`config.mk`:
```
export PLATFORM = sky130hd
export DESIGN_NAME = twowire_rx_front
export DESIGN_NICKNAME = d
export VERILOG_FILES = /design/src/rtl/twr_pkg.sv /design/src/rtl/twr_line_filter.sv /design/src/rtl/twr_bus_events.sv /design/src/rtl/twowire_rx_front.sv
export SDC_FILE = /design/constraint.sdc
export NUM_CORES = 1
export LEC_CHECK = 0
export ABC_CLOCK_PERIOD_IN_PS = 1500
export CORE_MARGIN = 3
export CORE_UTILIZATION = 48
export DETAILED_ROUTE_END_ITERATION = 6
export GPL_ROUTABILITY_DRIVEN = 0
export HOLD_SLACK_MARGIN = 0.02
export PLACE_DENSITY = 0.76
export SYNTH_ARGS = -nofsm -noshare
export SYNTH_HDL_FRONTEND = slang
export SYNTH_SLANG_ARGS = --single-unit
```
`constraint.sdc`:
```
create_clock -name clk -period 1.5 [get_ports clk]
set_input_delay 0.375 -clock clk [delete_from_list [all_inputs] [get_ports clk]]
set_output_delay 0.375 -clock clk [all_outputs]
set_load 0.005 [all_outputs]
```
`src/rtl/twr_pkg.sv`:
```
package twr_pkg;
   typedef enum logic [1:0] {
      RX_IDLE    = 2'd0,
      RX_SHIFT   = 2'd1,
      RX_ACKWAIT = 2'd2,
      RX_ACKDRV  = 2'd3
   } rx_state_t;
endpackage

```
`src/rtl/twr_line_filter.sv`:
```
module twr_line_filter #(
   parameter int STAGES     = 2,
   parameter int TICKS      = 4,
   parameter bit IDLE_LEVEL = 1'b1
) (
   input  logic clk,
   input  logic rst_n,
   input  logic raw_i,
   output logic level_o
);
   localparam int CW = (TICKS > 1) ? $clog2(TICKS) : 1;
   localparam logic [CW-1:0] LIM = CW'(TICKS - 1);

   generate
      if (STAGES < 2) begin : g_bad_stages
         $error("twr_line_filter: STAGES must be at least 2");
      end
      if (TICKS < 2) begin : g_bad_ticks
         $error("twr_line_filter: TICKS must be at least 2");
      end
   endgenerate

   logic [STAGES-1:0] sync_q;
   logic [CW-1:0]     cnt_q;
   logic              sync_out;

   assign sync_out = sync_q[STAGES-1];

   always_ff @(posedge clk or negedge rst_n) begin
      if (!rst_n) sync_q <= {STAGES{IDLE_LEVEL}};
      else        sync_q <= {sync_q[STAGES-2:0], raw_i};
   end

   always_ff @(posedge clk or negedge rst_n) begin
      if (!rst_n) begin
         level_o <= IDLE_LEVEL;
         cnt_q   <= '0;
      end else if (sync_out == level_o) begin
         cnt_q <= '0;
      end else if (cnt_q == LIM) begin
         level_o <= sync_out;
         cnt_q   <= '0;
      end else begin
         cnt_q <= cnt_q + 1'b1;
      end
   end

   // while the synchronized input agrees with the output, the output holds
   assert_filt_hold_R1: assert property (@(posedge clk) disable iff (!rst_n)
      (sync_out == level_o) |=> $stable(level_o));
endmodule

```
`src/rtl/twr_bus_events.sv`:
```
module twr_bus_events (
   input  logic clk,
   input  logic rst_n,
   input  logic scl_f,
   input  logic sda_f,
   output logic start_o,
   output logic stop_o,
   output logic clk_rise_o,
   output logic clk_fall_o
);
   logic scl_d, sda_d;

   always_ff @(posedge clk or negedge rst_n) begin
      if (!rst_n) begin
         scl_d <= 1'b1;
         sda_d <= 1'b1;
      end else begin
         scl_d <= scl_f;
         sda_d <= sda_f;
      end
   end

   logic clk_held_high;
   assign clk_held_high = scl_f & scl_d;
   assign start_o    = clk_held_high & sda_d & ~sda_f;
   assign stop_o     = clk_held_high & ~sda_d & sda_f;
   assign clk_rise_o = scl_f & ~scl_d;
   assign clk_fall_o = ~scl_f & scl_d;

   assert_start_single_R2: assert property (@(posedge clk) disable iff (!rst_n)
      start_o |=> !start_o);
   assert_stop_single_R3: assert property (@(posedge clk) disable iff (!rst_n)
      stop_o |=> !stop_o);
endmodule

```
`src/rtl/twowire_rx_front.sv`:
```
module twowire_rx_front #(
   parameter int FILT_TICKS  = 4,
   parameter int SYNC_STAGES = 2,
   parameter int WORD_BITS   = 8
) (
   input  logic                 clk,
   input  logic                 rst_n,
   input  logic                 scl_i,
   input  logic                 sda_i,
   input  logic                 busy_internal,
   output logic                 byte_valid,
   output logic [WORD_BITS-1:0] byte_data,
   output logic                 start_pulse,
   output logic                 stop_pulse,
   output logic                 sda_pull,
   output logic                 standby
);
   import twr_pkg::*;

   localparam int NLINES = 2;
   localparam int BCW    = $clog2(WORD_BITS);
   localparam logic [BCW-1:0] LAST_BIT = BCW'(WORD_BITS - 1);

   generate
      if (WORD_BITS < 2) begin : g_bad_word
         $error("twowire_rx_front: WORD_BITS must be at least 2");
      end
   endgenerate

   // index 0 = clock line, index 1 = data line
   logic [NLINES-1:0] raw_lines, filt_lines;
   assign raw_lines = {sda_i, scl_i};

   generate
      for (genvar g = 0; g < NLINES; g++) begin : g_line
         twr_line_filter #(
            .STAGES    (SYNC_STAGES),
            .TICKS     (FILT_TICKS),
            .IDLE_LEVEL(1'b1)
         ) u_filt (
            .clk    (clk),
            .rst_n  (rst_n),
            .raw_i  (raw_lines[g]),
            .level_o(filt_lines[g])
         );
      end
   endgenerate

   logic scl_f, sda_f, clk_rise, clk_fall;
   assign scl_f = filt_lines[0];
   assign sda_f = filt_lines[1];

   twr_bus_events u_evt (
      .clk       (clk),
      .rst_n     (rst_n),
      .scl_f     (scl_f),
      .sda_f     (sda_f),
      .start_o   (start_pulse),
      .stop_o    (stop_pulse),
      .clk_rise_o(clk_rise),
      .clk_fall_o(clk_fall)
   );

   rx_state_t            state_q;
   logic [BCW-1:0]       bit_q;
   logic [WORD_BITS-1:0] shift_q;
   logic [WORD_BITS-1:0] shift_nx;
   logic                 stop_wait_q;

   assign shift_nx = {shift_q[WORD_BITS-2:0], sda_f};
   assign sda_pull = (state_q == RX_ACKDRV);

   always_ff @(posedge clk or negedge rst_n) begin
      if (!rst_n) begin
         state_q    <= RX_IDLE;
         bit_q      <= '0;
         shift_q    <= '0;
         byte_data  <= '0;
         byte_valid <= 1'b0;
      end else begin
         byte_valid <= 1'b0;
         if (start_pulse) begin
            state_q <= RX_SHIFT;
            bit_q   <= '0;
            shift_q <= '0;
         end else if (stop_pulse) begin
            state_q <= RX_IDLE;
            bit_q   <= '0;
         end else begin
            case (state_q)
               RX_SHIFT: if (clk_rise) begin
                  shift_q <= shift_nx;
                  if (bit_q == LAST_BIT) begin
                     byte_data  <= shift_nx;
                     byte_valid <= 1'b1;
                     bit_q      <= '0;
                     state_q    <= RX_ACKWAIT;
                  end else begin
                     bit_q <= bit_q + 1'b1;
                  end
               end
               RX_ACKWAIT: if (clk_fall) state_q <= RX_ACKDRV;
               RX_ACKDRV:  if (clk_fall) state_q <= RX_SHIFT;
               default: ;
            endcase
         end
      end
   end

   always_ff @(posedge clk or negedge rst_n) begin
      if (!rst_n) begin
         standby     <= 1'b1;
         stop_wait_q <= 1'b0;
      end else if (start_pulse) begin
         standby     <= 1'b0;
         stop_wait_q <= 1'b0;
      end else if (stop_pulse || stop_wait_q) begin
         if (!busy_internal) begin
            standby     <= 1'b1;
            stop_wait_q <= 1'b0;
         end else begin
            stop_wait_q <= 1'b1;
         end
      end
   end

   assert_word_single_R5: assert property (@(posedge clk) disable iff (!rst_n)
      byte_valid |=> !byte_valid);
   assert_pull_clk_low_R6: assert property (@(posedge clk) disable iff (!rst_n)
      $rose(sda_pull) |-> !scl_f);
   assert_start_clears_R8: assert property (@(posedge clk) disable iff (!rst_n)
      start_pulse |=> !standby);
   assert_standby_busy_R9: assert property (@(posedge clk) disable iff (!rst_n)
      $rose(standby) |-> !$past(busy_internal));
   assert_word_in_xfer_R10: assert property (@(posedge clk) disable iff (!rst_n)
      byte_valid |-> $past(state_q) == RX_SHIFT);
endmodule

```
==> results of run 1 <==
==> cells in the mapped netlist (all sizes together) (2+ instances only) <==
master / count / area (µm²)
a22o: 7 / 70.1
buf: 4 / 47.5
dfrtp: 26 / 651
dfstp: 9 / 236
ha: 4 / 50.1
mux2: 10 / 113
mux2i: 3 / 30.0
nand2: 2 / 7.51
nand3: 2 / 10.0
nor2: 9 / 41.3
nor2b: 2 / 12.5
nor3: 4 / 20.0
nor3b: 2 / 20.0
xnor2: 3 / 26.3
==> metrics by stage <==
stage           util  total power, µW  worst slack [ns]  std cells
6_report       0.677             3440            -0.205        179
2_1_floorplan      -             2330            0.0312        102
3_5_place_dp   0.615             2760            -0.312        160
3_3_place_gp   0.615             2700            -0.241        160
5_1_grt        0.677             3690            -0.275        179
4_1_cts        0.669             3400            -0.228        177
==> state kept, by name, indices dropped and copies added, names as in the netlist <==
name / flops
bit_q: 3
g_line.u_filt.sync_q: 4
byte_data: 8
g_line.u_filt.level_o: 2
u_evt.scl_d: 1
u_evt.sda_d: 1
shift_q: 7
standby: 1
g_line.u_filt.cnt_q: 4
byte_valid: 1
state_q: 2
stop_wait_q: 1
==> cell families after synthesis <==
kind of cell	count (synthesis)	share of synthesized area
compound gates	14	0.0845
fa+ha+maj	4	0.0341
mux	13	0.0973
xor+xnor	3	0.0179
simple gates	27	0.117
buf+inv	6	0.0444
flops	35	0.605
==> area by class of cell <==
| type | instances | area (µm²) | area share |
|---|---|---|---|
| clock buffers | 7 | 45.0 | 0.0235 |
| clock inverters | 1 | 7.51 | 0.00392 |
| inverters | 1 | 3.75 | 0.00196 |
| multi-input cells | 61 | 558 | 0.291 |
| flip-flops and latches | 35 | 887 | 0.463 |
| well taps | 31 | 38.8 | 0.0202 |
| repair buffers | 43 | 375 | 0.196 |
==> worst register-to-register path: stages (launching register included) <==
cell	delay, ns
sky130_fd_sc_hd__dfstp_2	0.57
sky130_fd_sc_hd__buf_6	0.10
sky130_fd_sc_hd__buf_6	0.08
sky130_fd_sc_hd__nand3b_1	0.08
sky130_fd_sc_hd__nor3b_2	0.24
sky130_fd_sc_hd__buf_6	0.18
sky130_fd_sc_hd__mux2_4	0.30
==> worst max-delay path by stage <==
stage,to,depth (start not counted)
finish,start_pulse,3
global route,start_pulse,3
CTS,stop_pulse,3
detailed placement,stop_pulse,3
global placement,stop_pulse,3
floorplan,byte_data[0],5
==> what timing repair did <==
| action | 4_1_cts | 5_1_grt |
|---|---|---|
| buffers inserted | 8 | 2 |
| resized for setup | 35 | 7 |
| cloned | 1 | 0 |
| pin swaps | 4 | 1 |
| setup endpoints to repair | 21 | 22 |
==> power groups by stage <==
stage	Sequential, µW	Combinational [µW]	Clock [µW]
CTS	1470	1430	506
floorplan	1440	894	0
global placement	1470	1230	0
finish	1480	1480	479
global route	1510	1630	550
detailed placement	1480	1280	0
==> layer usage <==
metal  vias to the layer above  GRT usage  share of wire  wire length (µm)
met5                         -          0              0                 0
met4                         0     0.0619          0.013                31
met2                        20      0.225           0.46              1130
li1                        456          -              -                 -
met3                         4     0.0692          0.054               133
met1                       462      0.201           0.47              1160
==> qor_table.md, run 1 <==
| Quantity | Reported | Unit |
|---|---|---|
| Layout filler cell count | 196 | - |
| Kind of cell with the highest combined delay on the critical path | flip-flops | - |
| Chain of cells forming the critical path | buf_6 -> and4b_2 -> buf_6 | - |
| Clk buf depth | 2 | - |
| NetSw | 1100 | µW |
| Hold buffer count at CTS | 0 | - |
| Highest net fanout along the worst path | 3 | - |
| Logic depth of the worst register-to-register path | 6 | - |
| Outcome | finished with violations | - |
| Final count of negative-setup-slack endpoints | 14 | - |
| Number of synthesized flops with an enable pin | 0 | - |
| Part of the Yosys area used for sequential elements | 0.605 | - |
| Most frequent cells in the layout | 26 x sky130_fd_sc_hd__dfrtp_1, 19 x sky130_fd_sc_hd__buf_4, 9 x sky130_fd_sc_hd__dfstp_2, 9 x sky130_fd_sc_hd__dlygate4sd2_1 | - |
| Number of maximum-capacitance violations | 0 | - |
| ANT cells | 0 | - |
| PwrDens | 1800 | nW/µm² |
| Crit Path Class | reg2out | - |
| Num CTS Buffers | 5 | - |
| CP required | 1.12 | ns |
| Area of the core | 2830 | µm² |
| Post-synthesis average cell area | 14.4 | µm² |
| Maximum vdd ir drop | 1.14 | mV |
| Most frequent standard cell in the layout excluding fill and tap cells | sky130_fd_sc_hd__dfrtp_1 | - |
| Placed wire-length estimate | 1570 | µm |
| Post-Route Skew | 0.0137 | ns |
| Fraction of final layout cells with drive strength greater than 1 | 0.473 | - |
| Origin of the critical flop-to-flop path | g_line[0].u_filt.level_o | - |
| Final Hold Viols | 0 | - |
| Data arrival time of the critical path | 1.33 | ns |
| Vias in the first global route | 936 | - |
| Fraction of power consumed by combinational cells | 0.431 | - |
| Startpoint type of the worst setup path | flop | - |
| DIE AREA | 3750 | µm² |
| Average wire length per cell after detail routing | 13.7 | µm |
| Total number of yosys warnings | 0 | - |
| Number of top-level design ports | 18 | - |
| Largest net degree at the start of global routing | 36 | - |
| DRC violations left | 0 | - |
| Unrepaired setup endpoints after global routing | true | - |
| Cell area after technology mapping | 1470 | µm² |
| Count of pins over their slew limit | 0 | - |
| Hold Path Sink | g_line[0].u_filt.sync_q[1] | - |
| Path class of the lowest-slack min-delay path | reg2reg | - |
| Post-detailed-placement cell area | 1740 | µm² |
| Clock tree from TritonCTS | built | - |
| Reg power frac | 0.430 | - |
| Global route overflow | 0 | - |
| Violated checks | negative setup slack | - |
| Vertical die dimension | 61.3 | µm |
| Overall routed net length | 2450 | µm |
| Clock latency at the later pin of the worst-skew pair | 0.33 | ns |
| Synthesized flop and latch total | 35 | - |
| Buffers on Ports | 17 | - |
| Largest stage delay, worst path | 0.57 | ns |
| Reg-to-reg endpoint | byte_data[1] | - |
| Final hold slack | 0.361 | ns |
| Iteration-0 DRC Markers | 11 | - |
| First-pass DRT Iterations | 4 | - |
| Number of antenna violations at the first check in global routing | 0 | - |
| Relative slew slack | 0.844 | - |
| Share of synthesized flip-flops with an asynchronous set or reset | 1.00 | - |
| Count of buffering cells on the critical path with inverters included | 2 | - |
| Cell area after layout | 1920 | µm² |
| Main flop type after synthesis | sky130_fd_sc_hd__dfrtp_1 | - |
| Number of levels in the clock H-tree | 2 | - |
| Worst-path clk slew | 0.09 | ns |
| Static leakage | 0.000946 | µW |
| Least-Margin Pin Slew | 0.233 | ns |
| Worst Hold Path Cells | 0 | - |
| Crit end category | output pin | - |
| Period minus WS final | 1.71 | ns |
| GRT Util Overall | 0.154 | - |
| Number of nets in the layout | 156 | - |
| Max Freq | 586 | MHz |
| Number of core rows | 19 | - |
| Starting utilization of the core area | 0.518 | - |
| Final Cycle Share | 1.14 | - |
| Final total negative setup slack | -1.60 | ns |
| Area overhead of the layout relative to synthesis | 30.6 | % |
| CP max stage cell | sky130_fd_sc_hd__dfstp_2 | - |
| Post-Synthesis Net Count | 111 | - |
| Sink Count | 35 | - |
| Clk network pwr share | 0.139 | - |
| Clock root buffer master | sky130_fd_sc_hd__clkbuf_4 | - |
| Internal power of the cells | 2340 | µW |
| Number of vias per cell after detailed routing | 5.26 | - |
| Via count | 942 | - |
| Worst R2R Setup Slack | -0.15 | ns |
| Crit path setup slack, layout | -0.205 | ns |
| First-pass GRT wire length | 4090 | µm |
| Gate count after technology mapping | 102 | - |
| Number of routed nets with antenna violations | 0 | - |
| Die extent in x | 61.3 | µm |
| Launch instance of the worst min-delay path | g_line[0].u_filt.sync_q[0] | - |
| Synth unique cells | 34 | - |
| Cell mode on critical path | sky130_fd_sc_hd__buf_6 | - |
| Net Sw Frac | 0.319 | - |
| Crit path from | g_line[1].u_filt.level_o | - |
Power figures use the tool's default switching activity.
==> run 2: changes to the inputs <==
Settings changed: ABC_CLOCK_PERIOD_IN_PS 1500 to 2100, CAP_MARGIN set to 10, CORE_UTILIZATION 48 to 58, PLACE_DENSITY 0.76 to 0.86.
Clock period 1.5 ns to 2.1 ns, I/O delays scaled along.
==> run 2 against run 1 <==
  * The flow now finishes without violations
  * Wire length up 13%
  * Global-route usage up 5.8 points
  * Largest power group unchanged
  * Combinational power down 37%
  * Setup slack better by 0.30 ns
==> qor_table.md, run 2 (synthesized netlist as in run 1, its figures left out) <==
| Quantity | Reported | Unit | Delta |
|---|---|---|---|
| Least-Margin Pin Slew | 0.413 | ns | +0.180 ns |
| Period minus WS final | 2.00 | ns |  |
| Static leakage | 0.000814 | µW | -14% |
| Fraction of final layout cells with drive strength greater than 1 | 0.373 | - | -0.0998 |
| Largest net degree at the start of global routing | 36 | - | unchanged |
| Registers with the highest flip-flop counts | byte_data x8, shift_q x7 | - |  |
| Data arrival time of the critical path | 1.48 | ns | +0.15 ns |
| Unrepaired setup endpoints after global routing | false | - |  |
| Maximum vdd ir drop | 1.04 | mV | -8.8% |
| Register with the most flip-flops | byte_data | - |  |
| CP required | 1.57 | ns | +0.45 ns |
| Final count of negative-setup-slack endpoints | 0 | - | -14 |
| Startpoint type of the worst setup path | flop | - |  |
| Clock root buffer master | sky130_fd_sc_hd__clkbuf_4 | - |  |
| Path class of the lowest-slack min-delay path | reg2reg | - |  |
| Global route overflow | 0 | - | unchanged |
| Most frequent standard cell in the layout excluding fill and tap cells | sky130_fd_sc_hd__dfrtp_1 | - |  |
| Most frequent cells in the layout | 26 x sky130_fd_sc_hd__dfrtp_1, 15 x sky130_fd_sc_hd__clkdlybuf4s50_1, 12 x sky130_fd_sc_hd__buf_4, 9 x sky130_fd_sc_hd__dfstp_2 | - |  |
| Placed wire-length estimate | 1820 | µm | +16% |
| Vias in the first global route | 1041 | - | +11% |
| Origin of the critical flop-to-flop path | g_line[0].u_filt.level_o | - |  |
| Buffers on Ports | 17 | - | unchanged |
| Vertical die dimension | 56.3 | µm | -8.1% |
| Cell area after layout | 1750 | µm² | -8.7% |
| Average wire length per cell after detail routing | 17.1 | µm | +25% |
| First-pass DRT Iterations | 4 | - | unchanged |
| Launch instance of the worst min-delay path | g_line[0].u_filt.sync_q[0] | - |  |
| Number of nets in the layout | 142 | - | -9.0% |
| Area overhead of the layout relative to synthesis | 19.3 | % |  |
| Number of antenna violations at the first check in global routing | 0 | - | unchanged |
| Count of non-filler cells in the finished layout | 162 | - | -9.5% |
| GRT Util Overall | 0.212 | - | +0.0578 |
| Reg-to-reg endpoint | byte_data[5] | - |  |
| Clock latency at the later pin of the worst-skew pair | 0.34 | ns | about the same |
| ANT cells | 0 | - | unchanged |
| Sink Count | 35 | - | unchanged |
| Crit path setup slack, layout | 0.0986 | ns | +0.304 ns |
| Starting utilization of the core area | 0.638 | - | +0.120 |
| Number of core rows | 17 | - | -2 |
| Die extent in x | 56.3 | µm | -8.1% |
| Clk network pwr share | 0.148 | - | +0.009 |
| Number of top-level design ports | 18 | - | unchanged |
| Number of routed nets with antenna violations | 0 | - | unchanged |
| Clk buf depth | 2 | - | unchanged |
| Num CTS Buffers | 5 | - | unchanged |
| Overall routed net length | 2780 | µm | +13% |
| Final total negative setup slack | 0 | ns | +1.60 ns |
| Number of levels in the clock H-tree | 2 | - | unchanged |
| Logic depth of the worst register-to-register path | 6 | - | unchanged |
| PwrDens | 1330 | nW/µm² | -26% |
| Worst slack at placement | 0.0536 | ns | +0.366 ns |
| Number of instances in the placed design | 148 | - | -7.5% |
| Post-detailed-placement cell area | 1660 | µm² | -4.8% |
| Crit Path Class | reg2out | - |  |
| Hold Path Sink | g_line[0].u_filt.sync_q[1] | - |  |
| Final Hold Viols | 0 | - | unchanged |
| Iteration-0 DRC Markers | 9 | - | -2 |
| Relative slew slack | 0.725 | - | -0.119 |
| Internal power of the cells | 1540 | µW | -34% |
| Clock tree from TritonCTS | built | - |  |
| Reg power frac | 0.453 | - | +0.023 |
| Number of maximum-capacitance violations | 0 | - | unchanged |
| Final hold slack | 0.362 | ns | +0.000427 ns |
| Fraction of power consumed by combinational cells | 0.399 | - | -0.032 |
| Final Cycle Share | 0.953 | - |  |
| Count of pins over their slew limit | 0 | - | unchanged |
| Worst R2R Setup Slack | 0.31 | ns | +0.46 ns |
| Post-Route Skew | 0.00622 | ns | -0.00752 ns |
| Area of the core | 2300 | µm² | -19% |
| Highest net fanout along the worst path | 5 | - | +2 |
| Hold buffer count at CTS | 0 | - | unchanged |
| First-pass GRT wire length | 5000 | µm | +22% |
| Number of vias per cell after detailed routing | 5.76 | - | +9.4% |
| Outcome | completed | - |  |
| DRC violations left | 0 | - | unchanged |
| Worst Hold Path Cells | 0 | - | unchanged |
| Flip-flop count of the largest register, all copies and words added | 8 | - | unchanged |
| DIE AREA | 3170 | µm² | -16% |
| Crit end category | output pin | - |  |
| NetSw | 781 | µW | -29% |
| Via count | 933 | - | -0.96% |
| Net Sw Frac | 0.337 | - | +0.0178 |
| Max Freq | 500 | MHz |  |
| Worst-path clk slew | 0.09 | ns | about the same |
run 2: cell count changes in the layout (fill, tap and decap cells not counted), moves of 2 or more:
cell and change:
sky130_fd_sc_hd__clkbuf_2 -2, sky130_fd_sc_hd__mux2_2 +6, sky130_fd_sc_hd__buf_4 -7, sky130_fd_sc_hd__clkdlybuf4s50_1 +11, sky130_fd_sc_hd__dlygate4sd2_1 -8, sky130_fd_sc_hd__mux2_1 +2, sky130_fd_sc_hd__mux2_4 -8, sky130_fd_sc_hd__buf_6 -7
run 2: per-stage QoR:
| step | power [µW] | util |
|---|---|---|
| detailed placement | 1900 | 0.721 |
| floorplan | 1670 | - |
| finish | 2320 | 0.761 |
| global placement | 1830 | 0.721 |
| global route | 2490 | 0.761 |
| CTS | 2320 | 0.764 |
run 2: power by group through the flow:
stage	Clock, µW	Sequential [µW]	Combinational [µW]
6_report	342	1050	926
2_1_floorplan	0	1030	638
5_1_grt	385	1070	1040
3_3_place_gp	0	1070	763
3_5_place_dp	0	1090	803
4_1_cts	350	1040	925
run 2: how the worst max path moves through the flow:
stage | start | depth (start not counted) | end
final | u_evt.scl_d | 4 | stop_pulse
after global routing | g_line[0].u_filt.level_o | 4 | stop_pulse
after CTS | u_evt.scl_d | 4 | stop_pulse
after detailed placement | u_evt.scl_d | 3 | stop_pulse
after global placement | u_evt.scl_d | 3 | stop_pulse
after floorplan | g_line[0].u_filt.level_o | 3 | stop_pulse
run 2: repair_timing:
item	CTS	global route
endpoints found under the hold margin	0	0
buffers inserted	6	0
pin swaps	2	1
resized for setup	4	2
endpoints found under the setup margin	2	1
run 2: critical path: stages (launching register included):
cell and delay (ns):
sky130_fd_sc_hd__dfstp_2 0.55, sky130_fd_sc_hd__buf_4 0.13, sky130_fd_sc_hd__nand2_1 0.09, sky130_fd_sc_hd__nor3b_2 0.23
sky130_fd_sc_hd__buf_2 0.15
run 2: cell type report:
| type | instances | area, µm² |
|---|---|---|
| repair buffers | 29 | 254 |
| multi-input cells | 61 | 519 |
| flip-flops and latches | 35 | 887 |
| clock inverters | 1 | 5.00 |
| well taps | 28 | 35.0 |
| inverters | 1 | 3.75 |
| fillers | 161 | 548 |
| clock buffers | 7 | 45.0 |
run 2: per-layer routing:
metal | vias to the layer above | share of wire | track usage
li1 | 427 | - | -
met1 | 475 | 0.39 | 0.237
met2 | 21 | 0.55 | 0.347
met3 | 10 | 0.038 | 0.0805
met4 | 0 | 0.030 | 0.115
met5 | - | 0 | 0
